`src/rtl/xlat_pkg.sv`:
```
package xlat_pkg;

  // How the replacement selector resolved a fill that matched nothing.
  typedef enum logic [1:0] {
    VPICK_NONE  = 2'd0,
    VPICK_FREE  = 2'd1,
    VPICK_EVICT = 2'd2
  } vpick_e;

  // A write that lands on an entry without write permission is a fault.
  function automatic logic write_denied(input logic is_write, input logic writable);
    return is_write && !writable;
  endfunction

endpackage

```
`src/rtl/xlat_match.sv`:
```
module xlat_match #(
  parameter int ENTRIES = 16,
  parameter int PAGE_W  = 20,
  parameter int ASID_W  = 8,
  localparam int IDX_W  = $clog2(ENTRIES)
) (
  input  logic                             clk,
  input  logic                             rst_n,
  input  logic [ENTRIES-1:0]               ent_valid,
  input  logic [ENTRIES-1:0][PAGE_W-1:0]   ent_page,
  input  logic [ENTRIES-1:0][ASID_W-1:0]   ent_asid,
  input  logic [PAGE_W-1:0]                key_page,
  input  logic [ASID_W-1:0]                key_asid,
  output logic                             hit_any,
  output logic [IDX_W-1:0]                 hit_idx
);

  logic [ENTRIES-1:0] hit_vec;

  // Parallel compare: valid flag, page number and tag must all agree.
  generate
    for (genvar g = 0; g < ENTRIES; g++) begin : g_cmp
      assign hit_vec[g] = ent_valid[g] && (ent_page[g] == key_page) && (ent_asid[g] == key_asid);
    end
  endgenerate

  always_comb begin
    hit_idx = '0;
    for (int i = 0; i < ENTRIES; i++) begin
      if (hit_vec[i]) hit_idx = IDX_W'(i);
    end
  end

  assign hit_any = |hit_vec;

  // Overwrite-on-match in the fill path keeps any key in at most one slot.
  AST_SINGLE_MATCH: assert property (@(posedge clk) disable iff (!rst_n)
    $onehot0(hit_vec)) else $error("two slots hold the same page and tag");

endmodule

```
`src/rtl/xlat_victim.sv`:
```
module xlat_victim
  import xlat_pkg::*;
#(
  parameter int ENTRIES = 16,
  localparam int IDX_W  = $clog2(ENTRIES)
) (
  input  logic               clk,
  input  logic               rst_n,
  input  logic [ENTRIES-1:0] ent_valid,
  input  logic [ENTRIES-1:0] ent_wired,
  input  logic [IDX_W-1:0]   rr_ptr,
  output vpick_e             pick,
  output logic [IDX_W-1:0]   victim_idx
);

  logic             free_ok, evict_ok;
  logic [IDX_W-1:0] free_idx, evict_idx;

  // Slot reached after 'step' positions from the pointer, with wrap-around.
  function automatic logic [IDX_W-1:0] ring_slot(input logic [IDX_W-1:0] base, input int step);
    return IDX_W'((int'(base) + step) % ENTRIES);
  endfunction

  // Walk from the farthest slot back to the pointer so the nearest one wins.
  always_comb begin
    free_ok   = 1'b0;
    free_idx  = '0;
    evict_ok  = 1'b0;
    evict_idx = '0;
    for (int k = ENTRIES - 1; k >= 0; k--) begin
      if (!ent_wired[ring_slot(rr_ptr, k)]) begin
        evict_ok  = 1'b1;
        evict_idx = ring_slot(rr_ptr, k);
        if (!ent_valid[ring_slot(rr_ptr, k)]) begin
          free_ok  = 1'b1;
          free_idx = ring_slot(rr_ptr, k);
        end
      end
    end
  end

  always_comb begin
    if (free_ok) begin
      pick       = VPICK_FREE;
      victim_idx = free_idx;
    end else if (evict_ok) begin
      pick       = VPICK_EVICT;
      victim_idx = evict_idx;
    end else begin
      pick       = VPICK_NONE;
      victim_idx = '0;
    end
  end

  AST_VICTIM_UNPINNED: assert property (@(posedge clk) disable iff (!rst_n)
    (pick != VPICK_NONE) |-> !ent_wired[victim_idx]) else $error("pinned slot chosen");
  AST_FREE_BEFORE_EVICT: assert property (@(posedge clk) disable iff (!rst_n)
    (pick == VPICK_EVICT) |-> ((~ent_valid & ~ent_wired) == '0)) else $error("evicting while free slot exists");
  AST_NONE_ONLY_ALL_PINNED: assert property (@(posedge clk) disable iff (!rst_n)
    (pick == VPICK_NONE) |-> (&ent_wired)) else $error("no victim despite unpinned slot");

endmodule

```
`src/rtl/xlat_cache.sv`:
```
module xlat_cache
  import xlat_pkg::*;
#(
  parameter int ENTRIES = 16,
  parameter int PAGE_W  = 20,
  parameter int ASID_W  = 8,
  parameter int FRAME_W = 16,
  localparam int IDX_W  = $clog2(ENTRIES)
) (
  input  logic               clk,
  input  logic               rst_n,
  input  logic               lk_valid,
  input  logic [PAGE_W-1:0]  lk_page,
  input  logic [ASID_W-1:0]  lk_asid,
  input  logic               lk_write,
  output logic               rsp_valid,
  output logic               rsp_hit,
  output logic [FRAME_W-1:0] rsp_frame,
  output logic               rsp_fault,
  input  logic               fill_valid,
  input  logic [PAGE_W-1:0]  fill_page,
  input  logic [ASID_W-1:0]  fill_asid,
  input  logic [FRAME_W-1:0] fill_frame,
  input  logic               fill_writable,
  output logic               fill_refused,
  input  logic               pin_valid,
  input  logic [IDX_W-1:0]   pin_index,
  input  logic               pin_set,
  input  logic               flush
);

  // Entry state
  logic [ENTRIES-1:0]              v_q, w_q, wr_q;
  logic [ENTRIES-1:0][PAGE_W-1:0]  pg_q;
  logic [ENTRIES-1:0][ASID_W-1:0]  as_q;
  logic [ENTRIES-1:0][FRAME_W-1:0] fr_q;
  logic [IDX_W-1:0]                rr_q;

  // Named internal events
  logic             lk_any, fl_any;
  logic [IDX_W-1:0] lk_idx, fl_idx, victim_idx, fill_tgt;
  vpick_e           pick;
  logic             fill_accept, fill_refuse, fill_replace;

  xlat_match #(.ENTRIES(ENTRIES), .PAGE_W(PAGE_W), .ASID_W(ASID_W)) u_lk_match (
    .clk(clk), .rst_n(rst_n), .ent_valid(v_q), .ent_page(pg_q), .ent_asid(as_q),
    .key_page(lk_page), .key_asid(lk_asid), .hit_any(lk_any), .hit_idx(lk_idx));

  xlat_match #(.ENTRIES(ENTRIES), .PAGE_W(PAGE_W), .ASID_W(ASID_W)) u_fl_match (
    .clk(clk), .rst_n(rst_n), .ent_valid(v_q), .ent_page(pg_q), .ent_asid(as_q),
    .key_page(fill_page), .key_asid(fill_asid), .hit_any(fl_any), .hit_idx(fl_idx));

  xlat_victim #(.ENTRIES(ENTRIES)) u_victim (
    .clk(clk), .rst_n(rst_n), .ent_valid(v_q), .ent_wired(w_q), .rr_ptr(rr_q),
    .pick(pick), .victim_idx(victim_idx));

  // Fill target: an existing copy first, otherwise the replacement choice.
  assign fill_replace = !fl_any && (pick != VPICK_NONE);
  assign fill_accept  = fl_any || fill_replace;
  assign fill_refuse  = !fill_accept;
  assign fill_tgt     = fl_any ? fl_idx : victim_idx;

  function automatic logic [IDX_W-1:0] next_slot(input logic [IDX_W-1:0] cur);
    return IDX_W'((int'(cur) + 1) % ENTRIES);
  endfunction

  always_ff @(posedge clk) begin
    if (!rst_n) begin
      v_q          <= '0;
      w_q          <= '0;
      wr_q         <= '0;
      pg_q         <= '0;
      as_q         <= '0;
      fr_q         <= '0;
      rr_q         <= '0;
      rsp_valid    <= 1'b0;
      rsp_hit      <= 1'b0;
      rsp_frame    <= '0;
      rsp_fault    <= 1'b0;
      fill_refused <= 1'b0;
    end else begin
      rsp_valid    <= lk_valid;
      rsp_hit      <= lk_valid && lk_any;
      rsp_frame    <= (lk_valid && lk_any) ? fr_q[lk_idx] : '0;
      rsp_fault    <= lk_valid && lk_any && write_denied(lk_write, wr_q[lk_idx]);
      fill_refused <= fill_valid && fill_refuse;

      if (flush) begin
        for (int i = 0; i < ENTRIES; i++) begin
          if (!w_q[i]) v_q[i] <= 1'b0;
        end
      end
      if (pin_valid) w_q[pin_index] <= pin_set;
      if (fill_valid && fill_accept) begin
        v_q[fill_tgt]  <= 1'b1;
        pg_q[fill_tgt] <= fill_page;
        as_q[fill_tgt] <= fill_asid;
        fr_q[fill_tgt] <= fill_frame;
        wr_q[fill_tgt] <= fill_writable;
        if (fill_replace) rr_q <= next_slot(fill_tgt);
      end
    end
  end

  AST_FAULT_NEEDS_HIT: assert property (@(posedge clk) disable iff (!rst_n)
    rsp_fault |-> rsp_hit) else $error("fault without hit");
  AST_IDLE_QUIET: assert property (@(posedge clk) disable iff (!rst_n)
    !rsp_valid |-> (!rsp_hit && !rsp_fault)) else $error("result flags without lookup");
  AST_FLUSH_SPARES_WIRED: assert property (@(posedge clk) disable iff (!rst_n)
    (flush && !fill_valid) |=> ((v_q & ~$past(w_q)) == '0)) else $error("unpinned entry survived flush");
  AST_REFUSE_NO_CHANGE: assert property (@(posedge clk) disable iff (!rst_n)
    (fill_valid && fill_refuse && !flush) |=> (v_q == $past(v_q) && fill_refused)) else $error("refused fill changed state");
  AST_FILL_LANDS: assert property (@(posedge clk) disable iff (!rst_n)
    (fill_valid && fill_accept) |=> v_q[$past(fill_tgt)]) else $error("accepted fill not valid");

endmodule

```
`config.mk`:
```
export PLATFORM = sky130hd
export DESIGN_NAME = xlat_cache
export DESIGN_NICKNAME = d
export VERILOG_FILES = /design/src/rtl/xlat_pkg.sv /design/src/rtl/xlat_match.sv /design/src/rtl/xlat_victim.sv /design/src/rtl/xlat_cache.sv
export SDC_FILE = /design/constraint.sdc
export NUM_CORES = 2
export LEC_CHECK = 0
export BUFFER_PORTS_ARGS = -buffer_cell sky130_fd_sc_hd__buf_2
export CORE_MARGIN = 4
export CORE_UTILIZATION = 48
export DETAILED_ROUTE_END_ITERATION = 6
export PLACE_DENSITY = 0.77
export RECOVER_POWER = 50
export SLEW_MARGIN = 5
export SYNTH_ARGS = -nofsm -noshare
export SYNTH_HDL_FRONTEND = slang
export SYNTH_SLANG_ARGS = --single-unit
export TNS_END_PERCENT = 30
```
`constraint.sdc`:
```
create_clock -name clk -period 5.5 [get_ports clk]
set_input_delay 0.825 -clock clk [delete_from_list [all_inputs] [get_ports clk]]
set_output_delay 0.825 -clock clk [all_outputs]
set_load 0.01 [all_outputs]
```
======== After elaboration in Yosys (flattened, before gate mapping) ========
Cells that the tools add are included.
word-level totals
  output and inout port bits .............. 20
  bits of input ports ..................... 85
  register bits ........................... 776
  logic and storage cells ................. 473
cells by class
  muxes and demuxes ....................... 233
  $add $sub $neg .......................... 16
  reduce and logical (&&, ||, !) cells .... 81
  bitwise operators ....................... 1
  $lt $le $gt $ge ......................... 21
  eq/ne operators ......................... 64
operators with widths
  kind                                                 number
  == test 20 bit                                       32
  bitwise mux 320 bit                                  1
  2-to-1 mux 4 bit                                     67
  bitwise mux 256 bit                                  1
  == test 8 bit                                        32
  binary-select mux 1 bit (select 4 bit)               33
  bitwise mux 128 bit                                  1
  2-to-1 mux 1 bit                                     101
  < comparator 4 x 5 -> 1 bit (second input constant)  19
  demux 20 bit (select 4 bit)                          1
  2-to-1 mux 16 bit                                    5
  logical AND 1 bit                                    72
  binary-select mux 16 bit (select 4 bit)              1
  demux 16 bit (select 4 bit)                          1
  adder 4 bit (second input constant)                  8
  bitwise mux 16 bit                                   2
  demux 8 bit (select 4 bit)                           1
  OR reduction 16 bit                                  2
  2-to-1 mux 3 bit                                     8
  2-to-1 mux 20 bit                                    1
  adder 4 x 3 -> 4 bit (second input constant)         4
  OR 16 bit                                            1
  2-to-1 mux 2 bit                                     6
  adder 4 x 1 -> 4 bit (second input constant)         2
  other kinds (8)                                      14

======== Depth between registers and ports, before layout ========
  depth in word-level cells ............... 43
  mapped depth ............................ 29
  mapped depth without buffers ............ 19

======== Modules after synthesis ========
Synthesis repeated with hierarchy kept, for this count alone.
second synthesis, totals
  cells, all modules ...................... 4,962
  area total of the unflattened synthesis .. 44,561.5 µm²
modules (own cells, without submodules)
  module       instances  area an instance (µm²)  sequential area each (µm²)  cells each
  xlat_cache   1          29,215.5                15,534.9                    3,046
  xlat_match   2          5,465.2                 0.0                         691
  xlat_victim  1          4,415.5                 0.0                         534

======== Worst setup path before layout ========
No wires, ideal clock.
  kind .................................... reg2reg
  start point ............................. register rr_q[0]
  end point ............................... register as_q[103] in the netlist's numbering
  setup slack ............................. -0.044 ns
  data required time ...................... 5.372 ns
  arrival time ............................ 5.416 ns
  stages on the path, launching flop included .. 30
  path buffers ............................ 10
  setup time .............................. 0.128 ns
  cells stage by stage .................... dfxtp_1 -> buf_4 -> buf_8 -> buf_6 -> inv_1 -> buf_2 -> buf_2 -> ha_1 -> buf_4 -> buf_4 -> inv_1 -> buf_4 -> mux4_2 -> mux2i_2 -> mux2i_1 -> or3b_2 -> a21oi_1 -> o21ai_0 -> a21boi_0 -> a211oi_1 -> nor2_1 -> inv_1 -> ha_1 -> and3_1 -> and2_1 -> nand2b_1 -> buf_6 -> buf_6 -> mux2i_1 -> nor2_1
between the ends
  word-level cells in the longest chain between the ends .. 42
ends and longest elaborated chain
  element                                                                                                   RTL line           source
  start, declared                                                                                           xlat_cache.sv:37   logic [IDX_W-1:0] rr_q;
  start signal, assigned                                                                                    xlat_cache.sv:100  if (fill_replace) rr_q <= next_slot(fill_tgt);
  adder 4 bit                                                                                               xlat_victim.sv:21  return IDX_W'((int'(base) + step) % ENTRIES);
  binary-select mux 1 bit (select 4 bit)                                                                    xlat_victim.sv:34  if (!ent_valid[ring_slot(rr_ptr, k)]) begin
  2-to-1 mux 1 bit (not written as such)                                                                    xlat_victim.sv:34
  2-to-1 mux 4 bit / 2-to-1 mux 1 bit (equally long branches)                                               xlat_victim.sv:34
  2-to-1 mux 4 bit / 2-to-1 mux 1 bit (equally long branches)                                               xlat_victim.sv:31  if (!ent_wired[ring_slot(rr_ptr, k)]) begin
  2-to-1 mux 4 bit / 2-to-1 mux 1 bit (equally long branches)                                               xlat_victim.sv:34
  2-to-1 mux 4 bit / 2-to-1 mux 1 bit (equally long branches)                                               xlat_victim.sv:31
  2-to-1 mux 4 bit / 2-to-1 mux 1 bit (equally long branches)                                               xlat_victim.sv:34
  [26 not listed]                                                                                           --
  2-to-1 mux 4 bit / 2-to-1 mux 1 bit (equally long branches)                                               xlat_victim.sv:31
  2-to-1 mux 4 bit                                                                                          xlat_victim.sv:43  if (free_ok) begin
  2-to-1 mux 4 bit                                                                                          xlat_cache.sv:61   assign fill_tgt = fl_any ? fl_idx : victim_idx;
  < comparator 4 x 5 -> 1 bit (not written as such) / >= comparator 4 x 1 -> 1 bit (equally long branches)  xlat_cache.sv:97   as_q[fill_tgt] <= fill_asid;
  logical AND 1 bit (not written as such)                                                                   xlat_cache.sv:97
  2-to-1 mux 8 bit (not written as such)                                                                    xlat_cache.sv:97
  demux 8 bit (select 4 bit)                                                                                xlat_cache.sv:97
  bitwise mux 128 bit                                                                                       xlat_cache.sv:97
  end signal, assigned by index                                                                             xlat_cache.sv:97
  end, declared                                                                                             xlat_cache.sv:35   logic [ENTRIES-1:0][ASID_W-1:0] as_q;
Parallel ways exist; a longest one is shown, timed or not. The select of a mux whose other input is x is not followed.
A chain may end at the register's enable or synchronous reset.

======== Worst setup path in the final report ========
  start point ............................. register rr_q[2]
  end point ............................... register fr_q[132] in the netlist's numbering
between the ends
  word-level cells in the longest chain between the ends .. 42
ends and longest elaborated chain
  element                                                                                                   RTL line           source
  adder 4 bit                                                                                               xlat_victim.sv:21
  binary-select mux 1 bit (select 4 bit)                                                                    xlat_victim.sv:34
  2-to-1 mux 1 bit (not written as such)                                                                    xlat_victim.sv:34
  2-to-1 mux 4 bit / 2-to-1 mux 1 bit (equally long branches)                                               xlat_victim.sv:34
  2-to-1 mux 4 bit / 2-to-1 mux 1 bit (equally long branches)                                               xlat_victim.sv:31
  2-to-1 mux 4 bit / 2-to-1 mux 1 bit (equally long branches)                                               xlat_victim.sv:34
  2-to-1 mux 4 bit / 2-to-1 mux 1 bit (equally long branches)                                               xlat_victim.sv:31
  2-to-1 mux 4 bit / 2-to-1 mux 1 bit (equally long branches)                                               xlat_victim.sv:34
  [26 not listed]                                                                                           --
  2-to-1 mux 4 bit / 2-to-1 mux 1 bit (equally long branches)                                               xlat_victim.sv:31
  2-to-1 mux 4 bit                                                                                          xlat_victim.sv:43
  2-to-1 mux 4 bit                                                                                          xlat_cache.sv:61
  < comparator 4 x 5 -> 1 bit (not written as such) / >= comparator 4 x 1 -> 1 bit (equally long branches)  xlat_cache.sv:98   fr_q[fill_tgt] <= fill_frame;
  logical AND 1 bit (not written as such)                                                                   xlat_cache.sv:98
  2-to-1 mux 16 bit (not written as such)                                                                   xlat_cache.sv:98
  demux 16 bit (select 4 bit)                                                                               xlat_cache.sv:98
  bitwise mux 256 bit                                                                                       xlat_cache.sv:98
  end signal, assigned by index                                                                             xlat_cache.sv:98
  end, declared                                                                                             xlat_cache.sv:36   logic [ENTRIES-1:0][FRAME_W-1:0] fr_q;
Parallel ways exist; a longest one is shown, timed or not. The select of a mux whose other input is x is not followed.

==> results.py <==
metrics = {
    "logic_synthesis": {
        "synth_adder_area_share_pct": 0.2928,
        "syn_area_mm2": 0.04701,
        "syn_nets": 5497,
        "synth_common_cells": "dfxtp_1 (776), mux2i_1 (724), nor2_1 (660)",
        "ys_ff_latch": 776,
        "yosysTopAreaCell": "dfxtp_1",
        "synth.area.mux_share_pct": 18.47,
        "synth_edf_count": 0,
        "yosysTopAreaCellShare_pct": 33.05,
        "yosysUniqueCellTypes": 94,
        "async_reset_ff_share_pct": 0,
        "synth.most_common_cell": "dfxtp_1",
        "syn_avg_cell_area_um2": 8.704,
        "ys_seq_area_share_pct": 33.05,
        "synth-compound-area-share_pct": 8.876,
        "postSynthCellCount": 5401,
        "synth_xor_xnor_area_share_pct": 16.71,
        "yosys.area_share.simple_pct": 17.07,
        "yosysWarnings": 0,
        "synth_area_leaders": "dfxtp_1 (33%), mux2i_1 (15%), xnor2_1 (11%)",
        "synth_top_family_by_area": "multiplexers",
        "ys.flop_type": "dfxtp_1",
    },
    "critical_path": {
        "startpoint": "rr_q[2]",
        "required_ns": 6.08,
        "cp_cell_sequence": "buf_4 > ha_2 > buf_12 > xnor2_2 > a211oi_1 > a2111oi_0 > a311oi_2 > nor4b_1 > buf_4 > nand4_1 > nor2_2 > a21boi_0 > buf_4 > a211oi_2 > nor2_1 > buf_4 > inv_1 > ha_1 > and3_1 > buf_4 > nand2b_4 > nor2_4 > nand2_1 > a21oi_1",
        "crit_top_cell": "buf_4",
        "arrival_ns": 6.06,
        "cp_slowest_cell": "a2111oi_0",
        "crit_type": "flop to flop",
        "start_kind": "flop",
        "critical_path.max_stage_delay_ns": 0.79,
        "cp_max_fo": 23,
        "reg2regPathDepth": 24,
        "r2r_end": "fr_q[132]",
        "endpoint_kind": "flop",
        "ff2ff_setup_slack_ns": 0.02,
        "rr_startpoint": "rr_q[2]",
    },
    "placement": {
        "io_buffers": 104,
        "dpl_cell_area_mm2": 0.04997,
        "hpwlAfterDp_um": 119200,
        "gp_congestion": 1.005,
    },
    "floorplan": {
        "coreArea_mm2": 0.09699,
        "rows": 114,
        "dieArea_mm2": 0.1030,
        "fp.dieW_um": 321.0,
        "initial_core_util_pct": 48.47,
        "die_y_um": 321.0,
        "io_pins": 105,
    },
    "global_routing": {
        "first_global_vias": 39903,
        "grt_pass1_wl_um": 254900,
        "grt_max_degree": 165,
        "track_usage_pct": 32.05,
        "antenna_found_initial": 4,
        "grt_overflow": 0,
    },
    "cells_and_area": {
        "syn_to_final_growth_pct": 12.80,
        "fillers": 8610,
        "multi_input_area_mm2": 0.02912,
        "seq_area_mm2": 0.01554,
        "final_util_pct": 54.67,
        "fin_nets": 5534,
        "fin_area_mm2": 0.05303,
        "drive_gt1_share_pct": 12.62,
    },
    "clocking": {
        "cts_max_level": 3,
        "cts_made_buffers": 86,
        "clk_latency_ns": 0.69,
        "cts_sinks": 776,
        "cts_max_path_buffers": 3,
        "clk_pin_slew_worst_paths_ns": 0.06,
        "cts_tree": "done",
        "cts_hold_buf": 0,
        "clk_root_buffer_cell": "clkbuf_16",
    },
    "route": {
        "routed_via_density": 6.227,
        "ant_nets": 0,
        "drc": 1,
        "avgRoutedWirePerCell_um": 25.43,
        "via_count": 42275,
        "routed_wirelength_um": 172600,
        "dr.pass1.iters": 7,
        "initialDrtViolationCount": 5479,
    },
    "timing": {
        "hold_viol_final": 0,
        "maxSlewViolCount": 0,
        "setup_tns_ns": 0,
        "fmax_mhz": 182.4,
        "finalCritPeriodShare_pct": 99.66,
        "maxSlewHeadroom_pct": 8.603,
        "worstMarginPinSlew_ns": 1.371,
        "setup_violations": 0,
        "finClkSkew_ns": 0.04393,
        "fin_crit_ns": 5.482,
    },
    "min_path": {
        "min_delay_worst_endpoint": "rsp_fault",
        "min_from": "lk_write",
        "hold_depth": 3,
        "hold_class": "input port to flop",
    },
    "power": {
        "power_density_mw_per_mm2": 373.9,
        "p_total_mw": 19.83,
        "vdd_drop_max_uv": 296.4,
        "leakage_nw": 22.11,
    },
    "job": {
        "drv_cap": 0,
    },
    "status": {
        "status": "complete, but fails checks",
        "violations": "DRC",
    },
}
through the flow:
stage               setup slack [ns]  instances  hold WS (ns)
finish                       0.01850       6789        0.3999
global route                -0.02894       6788        0.4089
CTS                          0.01708       6782        0.3600
detailed placement           -0.1712       6622        0.4656
global placement             -0.1178       6622        0.4596
floorplan                    0.01409       5401        0.4532
sequential cells by signal, indices dropped and copies added (netlist names):
register,flops
v_q,16
rsp_valid,1
fr_q,256
rsp_fault,1
wr_q,16
fill_refused,1
w_q,16
rsp_frame,16
rr_q,4
pg_q,320
rsp_hit,1
as_q,128
logic make-up after synthesis:
group / count (synthesis)
DFF: 776
AOI/OAI and AO/OA: 726
buffers and inverters: 512
muxes: 794
xor gates and xnor gates: 892
and+or+nand+nor: 1690
adders and majority gates: 11
critical path, delay by kind of cell (launching register included):
kind | cells | cell delay (ns)
AO/OA/AOI/OAI | 6 | 1.55
adder cells (fa/ha/maj) | 2 | 0.36
buffers and inverters | 7 | 1.06
AND/OR/NAND/NOR | 8 | 1.65
XOR/XNOR | 1 | 0.39
flip-flops | 1 | 0.35
layout by cell type, fill, tap and decap left out, drive strengths merged, types with 22 or more instances in the layout:
cell / count
dfxtp: 776
mux2i: 726
nor2: 667
xnor2: 600
nand2: 385
buf: 379
xor2: 292
o21ai: 282
a21oi: 273
nand4: 215
clkbuf: 160
nor4: 131
nand3: 68
nor3: 60
mux4: 57
inv: 42
nand2b: 38
clkinv: 22
per-layer routing:
layer	GRT usage, %	wire length [um]	vias to the layer above
met5	0.2315	18	-
met4	16.30	10150	2
met3	5.990	19570	564
met2	47.26	72420	2582
met1	44.77	70480	20336
li1	-	-	18791
how the worst max path moves through the flow:
stage / end / slack, ns / cells after the start
after floorplan: as_q[103] / 0.01 / 29
after global placement: fr_q[12] / -0.12 / 23
after detailed placement: fr_q[14] / -0.17 / 23
after CTS: pg_q[170] / 0.02 / 24
after global routing: pg_q[111] / -0.03 / 21
final: fr_q[132] / 0.02 / 24
power breakdown:
part           internal [mW]  switching [mW]  total (mW)  leakage [nW]
clock                   3.80            2.53        6.33          1.53
combinational           2.81            4.11        6.93          14.3
sequential              6.11           0.463        6.57          6.26
total                   12.7            7.11        19.8          22.1
area by class of cell:
cell class,instances,share of cell area (%)
multi-input combinational,4116,54.90
sequential,776,29.30
timing repair buffer,418,6.644
clock buffer,121,4.721
tap,1276,3.011
clock inverter,38,1.104
inverter,40,0.2973
antenna,4,0.01888
repair_timing:
action	4_1_cts	5_1_grt
cloned	1	2
gates resized for setup	3	19
setup buffers	0	1
pin swaps	1	3
endpoints found under the setup margin	402	708
No activity file was read; power rests on OpenSTA's default activity.
